## src/rtl/edge_soft_pkg.sv

```systemverilog
package edge_soft_pkg;
  localparam int RAMP = 3;

  typedef enum logic [1:0] {
    W_NONE   = 2'd0,
    W_EIGHTH = 2'd1,
    W_HALF   = 2'd2,
    W_SEVEN8 = 2'd3
  } weight_e;

  // ramp slot 0 is outermost pixel of the run, slot 2 innermost
  function automatic weight_e ramp_weight(input int unsigned slot);
    case (slot)
      0:       ramp_weight = W_EIGHTH;
      1:       ramp_weight = W_HALF;
      default: ramp_weight = W_SEVEN8;
    endcase
  endfunction
endpackage

```

## src/rtl/edge_tap_line.sv

```systemverilog
module edge_tap_line #(
  parameter int DATA_W = 8,
  parameter int DEPTH  = 3
) (
  input  logic              clk,
  input  logic              rst,
  input  logic [DATA_W-1:0] y_in,
  input  logic              act_in,
  output logic [DATA_W-1:0] y_tap   [DEPTH],
  output logic              act_tap [DEPTH]
);
  for (genvar g = 0; g < DEPTH; g++) begin : g_stage
    if (g == 0) begin : g_head
      always_ff @(posedge clk) begin
        if (rst) begin
          y_tap[g]   <= '0;
          act_tap[g] <= 1'b0;
        end else begin
          y_tap[g]   <= y_in;
          act_tap[g] <= act_in;
        end
      end
    end else begin : g_body
      always_ff @(posedge clk) begin
        if (rst) begin
          y_tap[g]   <= '0;
          act_tap[g] <= 1'b0;
        end else begin
          y_tap[g]   <= y_tap[g-1];
          act_tap[g] <= act_tap[g-1];
        end
      end
    end
  end
endmodule

```

## src/rtl/edge_weight_sel.sv

```systemverilog
module edge_weight_sel
  import edge_soft_pkg::*;
(
  input  logic            clk,
  input  logic            rst,
  input  logic            tail_act,
  input  logic [RAMP-1:0] look_act,
  output weight_e         code
);
  localparam int CNT_W = $clog2(RAMP + 1);
  localparam logic [CNT_W-1:0] RAMP_C = CNT_W'(RAMP);

  logic [CNT_W-1:0] cnt;
  logic [CNT_W-1:0] end_idx;
  logic             start_hit;
  logic             end_hit;
  logic             run;

  // count active pixels of the current run that already left the tail
  always_ff @(posedge clk) begin
    if (rst || !tail_act) cnt <= '0;
    else if (cnt < RAMP_C) cnt <= cnt + 1'b1;
  end

  assign start_hit = tail_act && (cnt < RAMP_C);

  always_comb begin
    end_hit = 1'b0;
    end_idx = '0;
    run     = 1'b1;
    for (int k = 0; k < RAMP; k++) begin
      if (run && !look_act[k] && !end_hit) begin
        end_hit = 1'b1;
        end_idx = CNT_W'(k);
      end
      run = run & look_act[k];
    end
  end

  always_comb begin
    if (!tail_act)      code = W_NONE;
    else if (start_hit) code = ramp_weight(int'(cnt));      // start has priority
    else if (end_hit)   code = ramp_weight(int'(end_idx));
    else                code = W_NONE;
  end

  assert_idle_pass_R5: assert property (@(posedge clk) disable iff (rst)
    !tail_act |-> code == W_NONE);

  assert_start_first_R8: assert property (@(posedge clk) disable iff (rst)
    (tail_act && !$past(tail_act)) |-> code == W_EIGHTH);
endmodule

```

## src/rtl/edge_scaler.sv

```systemverilog
module edge_scaler
  import edge_soft_pkg::*;
#(
  parameter int DATA_W = 8,
  parameter logic [DATA_W-1:0] BLACK = 8'd16
) (
  input  logic [DATA_W-1:0] y,
  input  weight_e           code,
  output logic [DATA_W-1:0] y_scaled
);
  logic              above;
  logic [DATA_W:0]   exc;
  logic [DATA_W:0]   s;

  assign above = y > BLACK;
  assign exc   = above ? {1'b0, y - BLACK} : '0;

  always_comb begin
    case (code)
      W_EIGHTH: s = (exc + (DATA_W+1)'(4)) >> 3;
      W_HALF:   s = (exc + (DATA_W+1)'(1)) >> 1;
      W_SEVEN8: s = exc - ((exc + (DATA_W+1)'(3)) >> 3);
      default:  s = exc;
    endcase
  end

  assign y_scaled = above ? BLACK + s[DATA_W-1:0] : y;

  always_comb begin
    assert_scale_bound_R6: assert (s <= exc);
  end
endmodule

```

## src/rtl/edge_softener.sv

```systemverilog
module edge_softener
  import edge_soft_pkg::*;
#(
  parameter int DATA_W = 8,
  parameter logic [DATA_W-1:0] BLACK = DATA_W'(16) << (DATA_W - 8)
) (
  input  logic              clk,
  input  logic              rst,
  input  logic              en,
  input  logic              act_in,
  input  logic [DATA_W-1:0] y_in,
  output logic              act_out,
  output logic [DATA_W-1:0] y_out
);
  localparam int DEPTH = RAMP;
  localparam int LAT   = DEPTH + 1;

  logic [DATA_W-1:0] y_tap   [DEPTH];
  logic              act_tap [DEPTH];
  logic [RAMP-1:0]   look_act;
  weight_e           code;
  logic [DATA_W-1:0] y_scaled;

  edge_tap_line #(.DATA_W(DATA_W), .DEPTH(DEPTH)) u_taps (
    .clk(clk), .rst(rst), .y_in(y_in), .act_in(act_in),
    .y_tap(y_tap), .act_tap(act_tap)
  );

  // look_act[k]: flag of the sample k+1 places behind the tail
  for (genvar k = 0; k < RAMP; k++) begin : g_look
    if (k < DEPTH - 1) begin : g_tap
      assign look_act[k] = act_tap[DEPTH-2-k];
    end else begin : g_in
      assign look_act[k] = act_in;
    end
  end

  edge_weight_sel u_sel (
    .clk(clk), .rst(rst), .tail_act(act_tap[DEPTH-1]),
    .look_act(look_act), .code(code)
  );

  edge_scaler #(.DATA_W(DATA_W), .BLACK(BLACK)) u_scale (
    .y(y_tap[DEPTH-1]), .code(code), .y_scaled(y_scaled)
  );

  always_ff @(posedge clk) begin
    if (rst) begin
      y_out   <= '0;
      act_out <= 1'b0;
    end else begin
      y_out   <= en ? y_scaled : y_tap[DEPTH-1];
      act_out <= act_tap[DEPTH-1];
    end
  end

  // cycles since reset, for assertion windows only
  logic [2:0] fill;
  always_ff @(posedge clk) begin
    if (rst) fill <= '0;
    else if (fill < 3'(LAT)) fill <= fill + 1'b1;
  end

  assert_latency_R1: assert property (@(posedge clk) disable iff (rst)
    (fill >= 3'(LAT)) |-> act_out == $past(act_in, 4));

  assert_bypass_R2: assert property (@(posedge clk) disable iff (rst)
    (fill >= 3'(LAT) && !$past(en)) |-> y_out == $past(y_in, 4));

  assert_no_boost_R7: assert property (@(posedge clk) disable iff (rst)
    (fill >= 3'(LAT)) |-> y_out <= $past(y_in, 4));

  assert_floor_R7: assert property (@(posedge clk) disable iff (rst)
    (fill >= 3'(LAT) && $past(y_in, 4) > BLACK) |-> y_out >= BLACK);
endmodule

```

## config.mk

```make
export PLATFORM = sky130hd
export DESIGN_NAME = edge_softener
export DESIGN_NICKNAME = d
export VERILOG_FILES = /design/src/rtl/edge_soft_pkg.sv /design/src/rtl/edge_tap_line.sv /design/src/rtl/edge_weight_sel.sv /design/src/rtl/edge_scaler.sv /design/src/rtl/edge_softener.sv
export SDC_FILE = /design/constraint.sdc
export NUM_CORES = 1
export LEC_CHECK = 0
export BUFFER_PORTS_ARGS = -buffer_cell sky130_fd_sc_hd__clkbuf_2
export CAP_MARGIN = 15
export CORE_ASPECT_RATIO = 1.25
export CORE_UTILIZATION = 50
export CTS_CLUSTER_SIZE = 16
export DETAILED_ROUTE_END_ITERATION = 10
export GPL_TIMING_DRIVEN = 0
export PLACE_DENSITY = 0.69
export RECOVER_POWER = 50
export SLEW_MARGIN = 20
export SYNTH_ARGS = -nofsm -noshare
export SYNTH_HDL_FRONTEND = slang
export SYNTH_SLANG_ARGS = --single-unit
```

## constraint.sdc

```tcl
create_clock -name clk -period 6.35 [get_ports clk]
set_clock_uncertainty 0.1 [all_clocks]
set_input_delay 1.27 -clock clk [delete_from_list [all_inputs] [get_ports clk]]
set_output_delay 1.27 -clock clk [all_outputs]
set_load 0.05 [all_outputs]
```

==> impl_metrics.env <==
export IMPL_clkTransAtPathRegs_ps=80
export IMPL_drt_total_wl_mm=4.28
export IMPL_path_cells="inv_1 > ha_1 > or3b_1 > buf_6 > and2_1 > ha_1 > nand2_1 > nor4_1 > nand2b_1 > ha_1 > a21o_1 > a31oi_1 > o21ai_0 > a221oi_1 > a311oi_2 > xnor2_1 > o31ai_2"
export IMPL_routed_via_density=5.39
export IMPL_layout_common_cells="dfxtp_1 (38), nor2b_1 (29), nor2_1 (21)"
export IMPL_worstPathRequired_ps=6450
export IMPL_numPortBuffers=19
export IMPL_fin_crit_sh=0.697
export IMPL_grt_use_total=0.196
export IMPL_hold_viol_final=0
export IMPL_antenna_found_initial=0
export IMPL_drtPass1Iterations=4
export IMPL_min_from="u_taps.y_tap[15]$_SDFF_PP0_"
export IMPL_reg2reg_to="y_out[7]$_SDFF_PP0_"
export IMPL_cts_htree_levels=2
export IMPL_gp_congestion=0.867
export IMPL_io_pins=21
export IMPL_numClockSinks=38
export IMPL_worstMarginPinSlew_ps=719
export IMPL_reg2reg_from="u_taps.y_tap[4]$_SDFF_PP0_"
export IMPL_num_vias=1799
export IMPL_outcome="complete, no violations"
export IMPL_drive_gt1_frac=0.151
export IMPL_worst_r2r_setup_slack_ps=1920
export IMPL_numCtsBuffers=5
export IMPL_dp_final_hpwl_mm=3.32
export IMPL_fillers=395
export IMPL_avgRoutedWirePerCell_um=12.8
export IMPL_hold_path_class="flop to flop"
export IMPL_rr_worst_depth=17
export IMPL_path_common_cell="ha_1"
export IMPL_start_util=0.531
export IMPL_die_x_um=61.2
export IMPL_ys_seq_area_frac=0.347
export IMPL_crit_buf_inv=2
export IMPL_cp_data_arrival_time_ps=4530
export IMPL_synth_area_leaders="dfxtp_1 (35%), ha_1 (8.6%), nor2b_1 (8.3%)"
export IMPL_drc=0
export IMPL_critPathKind="flop to flop"
export IMPL_peakVddDrop_uv=161
export IMPL_cap_violations=0
export IMPL_postCtsSetupBuffers=0
export IMPL_synth_top_cell_by_area="dfxtp_1"
export IMPL_yosysUniqueCellTypes=57
export IMPL_rows=26
export IMPL_rsz0062_at_grt="no"
export IMPL_synth_edff_count=0
export IMPL_first_iter_violations=73
export IMPL_synth_ff_type="dfxtp_1"
export IMPL_period_needed_ps=4430
export IMPL_finalSetupViolCount=0
export IMPL_synth_top_area_frac=0.347
export IMPL_clock_latency_ps=280
export IMPL_placed_area_um2=2360
export IMPL_layout_setup_ws_ps=1920
export IMPL_max_stage_delay_ps=530
export IMPL_cts_root_buf="clkbuf_8"
export IMPL_synthArstFlopShare=0
export IMPL_grt_pass1_wl_mm=6.98
export IMPL_grt_pass1_vias=1638
export IMPL_slowest_stage="nor4_1"
export IMPL_nNetsFinal=305
export IMPL_die_h_um=76.0
export IMPL_postCtsHoldBufs=0
export IMPL_end_kind="flop"
export IMPL_synthesis_nets=279
export IMPL_ys_seq_elements=38
export IMPL_start_kind="flop"
export IMPL_cts_resized=0
export IMPL_max_slew_margin_rel=0.519
export IMPL_post_route_util=0.598
export IMPL_core_region_area_um2=4130
export IMPL_max_freq_mhz=226
export IMPL_holdPathEnd="u_taps.y_tap[7]$_SDFF_PP0_"
export IMPL_cts_tree="built"
export IMPL_synth_warnings=0
export IMPL_grt_overflow=0
export IMPL_diodes=0
export IMPL_crit_fanout=8
export IMPL_p_total_uw=526
export IMPL_dieArea_um2=4650
export IMPL_area_growth_pct=12.7
export IMPL_whs_path_depth=1
export IMPL_synth_cell_area_um2=2190
export IMPL_synthCells=251
export IMPL_timing_max_transition_violations_final=0
export IMPL_setup_tns_ps=0
export IMPL_layout_commonest_cell="dfxtp_1"
export IMPL_crit_family="compound AO/OA/AOI/OAI gates"
export IMPL_avgSynthCellArea_um2=8.73
export IMPL_power_density_nw_per_um2=213
export IMPL_p_leak_uw=0.00102
export IMPL_pre_cts_ws_ps=2020
export IMPL_antenna_left=0
export IMPL_grt_start_max_net_pins=14
export IMPL_cts_path_max_buffers=2
export IMPL_finish_instance_area_um2=2470
## registers in the layout, indices dropped and copies added (netlist names)
register        count
y_out               8
act_out             1
u_taps.y_tap       24
u_taps.act_tap      3
u_sel.cnt           2
## synthesized netlist by cell type, drive strengths merged (2+ instances only)
| cell type | n |
|---|---|
| nor4 | 2 |
| mux2i | 2 |
| nor3b | 2 |
| nand2b | 6 |
| o21ai | 11 |
| o211a | 2 |
| a211oi | 3 |
| and2 | 2 |
| nor2 | 22 |
| or3b | 2 |
| dfxtp | 38 |
| xor2 | 8 |
| or3 | 2 |
| nand2 | 14 |
| ha | 15 |
| nand3 | 8 |
| a31oi | 3 |
| nor2b | 30 |
| nor3 | 5 |
| buf | 4 |
| nand4 | 3 |
| a21oi | 13 |
| clkbuf | 4 |
| o211ai | 3 |
| inv | 14 |
| o31ai | 2 |
| xnor2 | 9 |
## how the worst max path moves through the flow
stage / startpoint / endpoint / slack (ps) / depth (start not counted)
detailed placement: u_taps.y_tap[4]$_SDFF_PP0_ / y_out[7]$_SDFF_PP0_ / 2020 / 17
CTS: u_taps.y_tap[4]$_SDFF_PP0_ / y_out[6]$_SDFF_PP0_ / 2000 / 17
global route: u_taps.y_tap[4]$_SDFF_PP0_ / y_out[6]$_SDFF_PP0_ / 1700 / 20
floorplan: u_taps.y_tap[4]$_SDFF_PP0_ / y_out[6]$_SDFF_PP0_ / 2580 / 20
finish: u_taps.y_tap[4]$_SDFF_PP0_ / y_out[7]$_SDFF_PP0_ / 1920 / 17
global placement: u_taps.y_tap[4]$_SDFF_PP0_ / y_out[7]$_SDFF_PP0_ / 2060 / 17
## per-stage QoR
stage                     instances  hold WS [ps]
after global placement          326           315
after CTS                       334           343
final                           334           336
after global routing            334           355
after floorplan                 251           314
after detailed placement        326           326
## metal layers
layer / up-vias / GRT usage / wire (um)
met1: 815 / 0.243 / 1880
li1: 921 / - / -
met5: - / 0 / 0
met2: 52 / 0.329 / 2140
met4: 0 / 0.0682 / 81
met3: 11 / 0.0357 / 181
## cells by family after synthesis
| kind of cell | Yosys count | synth area share |
|---|---|---|
| AOI/OAI and AO/OA | 51 | 0.158 |
| xor gates and xnor gates | 17 | 0.0679 |
| adders and majority gates | 16 | 0.0947 |
| buffers and inverters | 22 | 0.0457 |
| DFF | 38 | 0.347 |
| muxes | 3 | 0.0160 |
| and+or+nand+nor | 104 | 0.271 |
## where the power goes
group          switching, uW  internal (uW)  total (uW)
Sequential              3.36            246         250
Clock                   83.1            117         200
Combinational           45.1           31.0        76.1
Total                    132            394         526
## layout make-up
type                            instances  area, um^2  share of cell area
Inverter                               14        52.6              0.0213
Timing Repair Buffer                   19        95.1              0.0385
Sequential cell                        38         761               0.308
Buffer                                  8        47.5              0.0192
Clock inverter                          3        45.0              0.0182
Multi-Input combinational cell        191        1330               0.539
Tap cell                               56        70.1              0.0284
Clock buffer                            5        68.8              0.0278
Note: power is estimated with default switching activity, not from simulation.
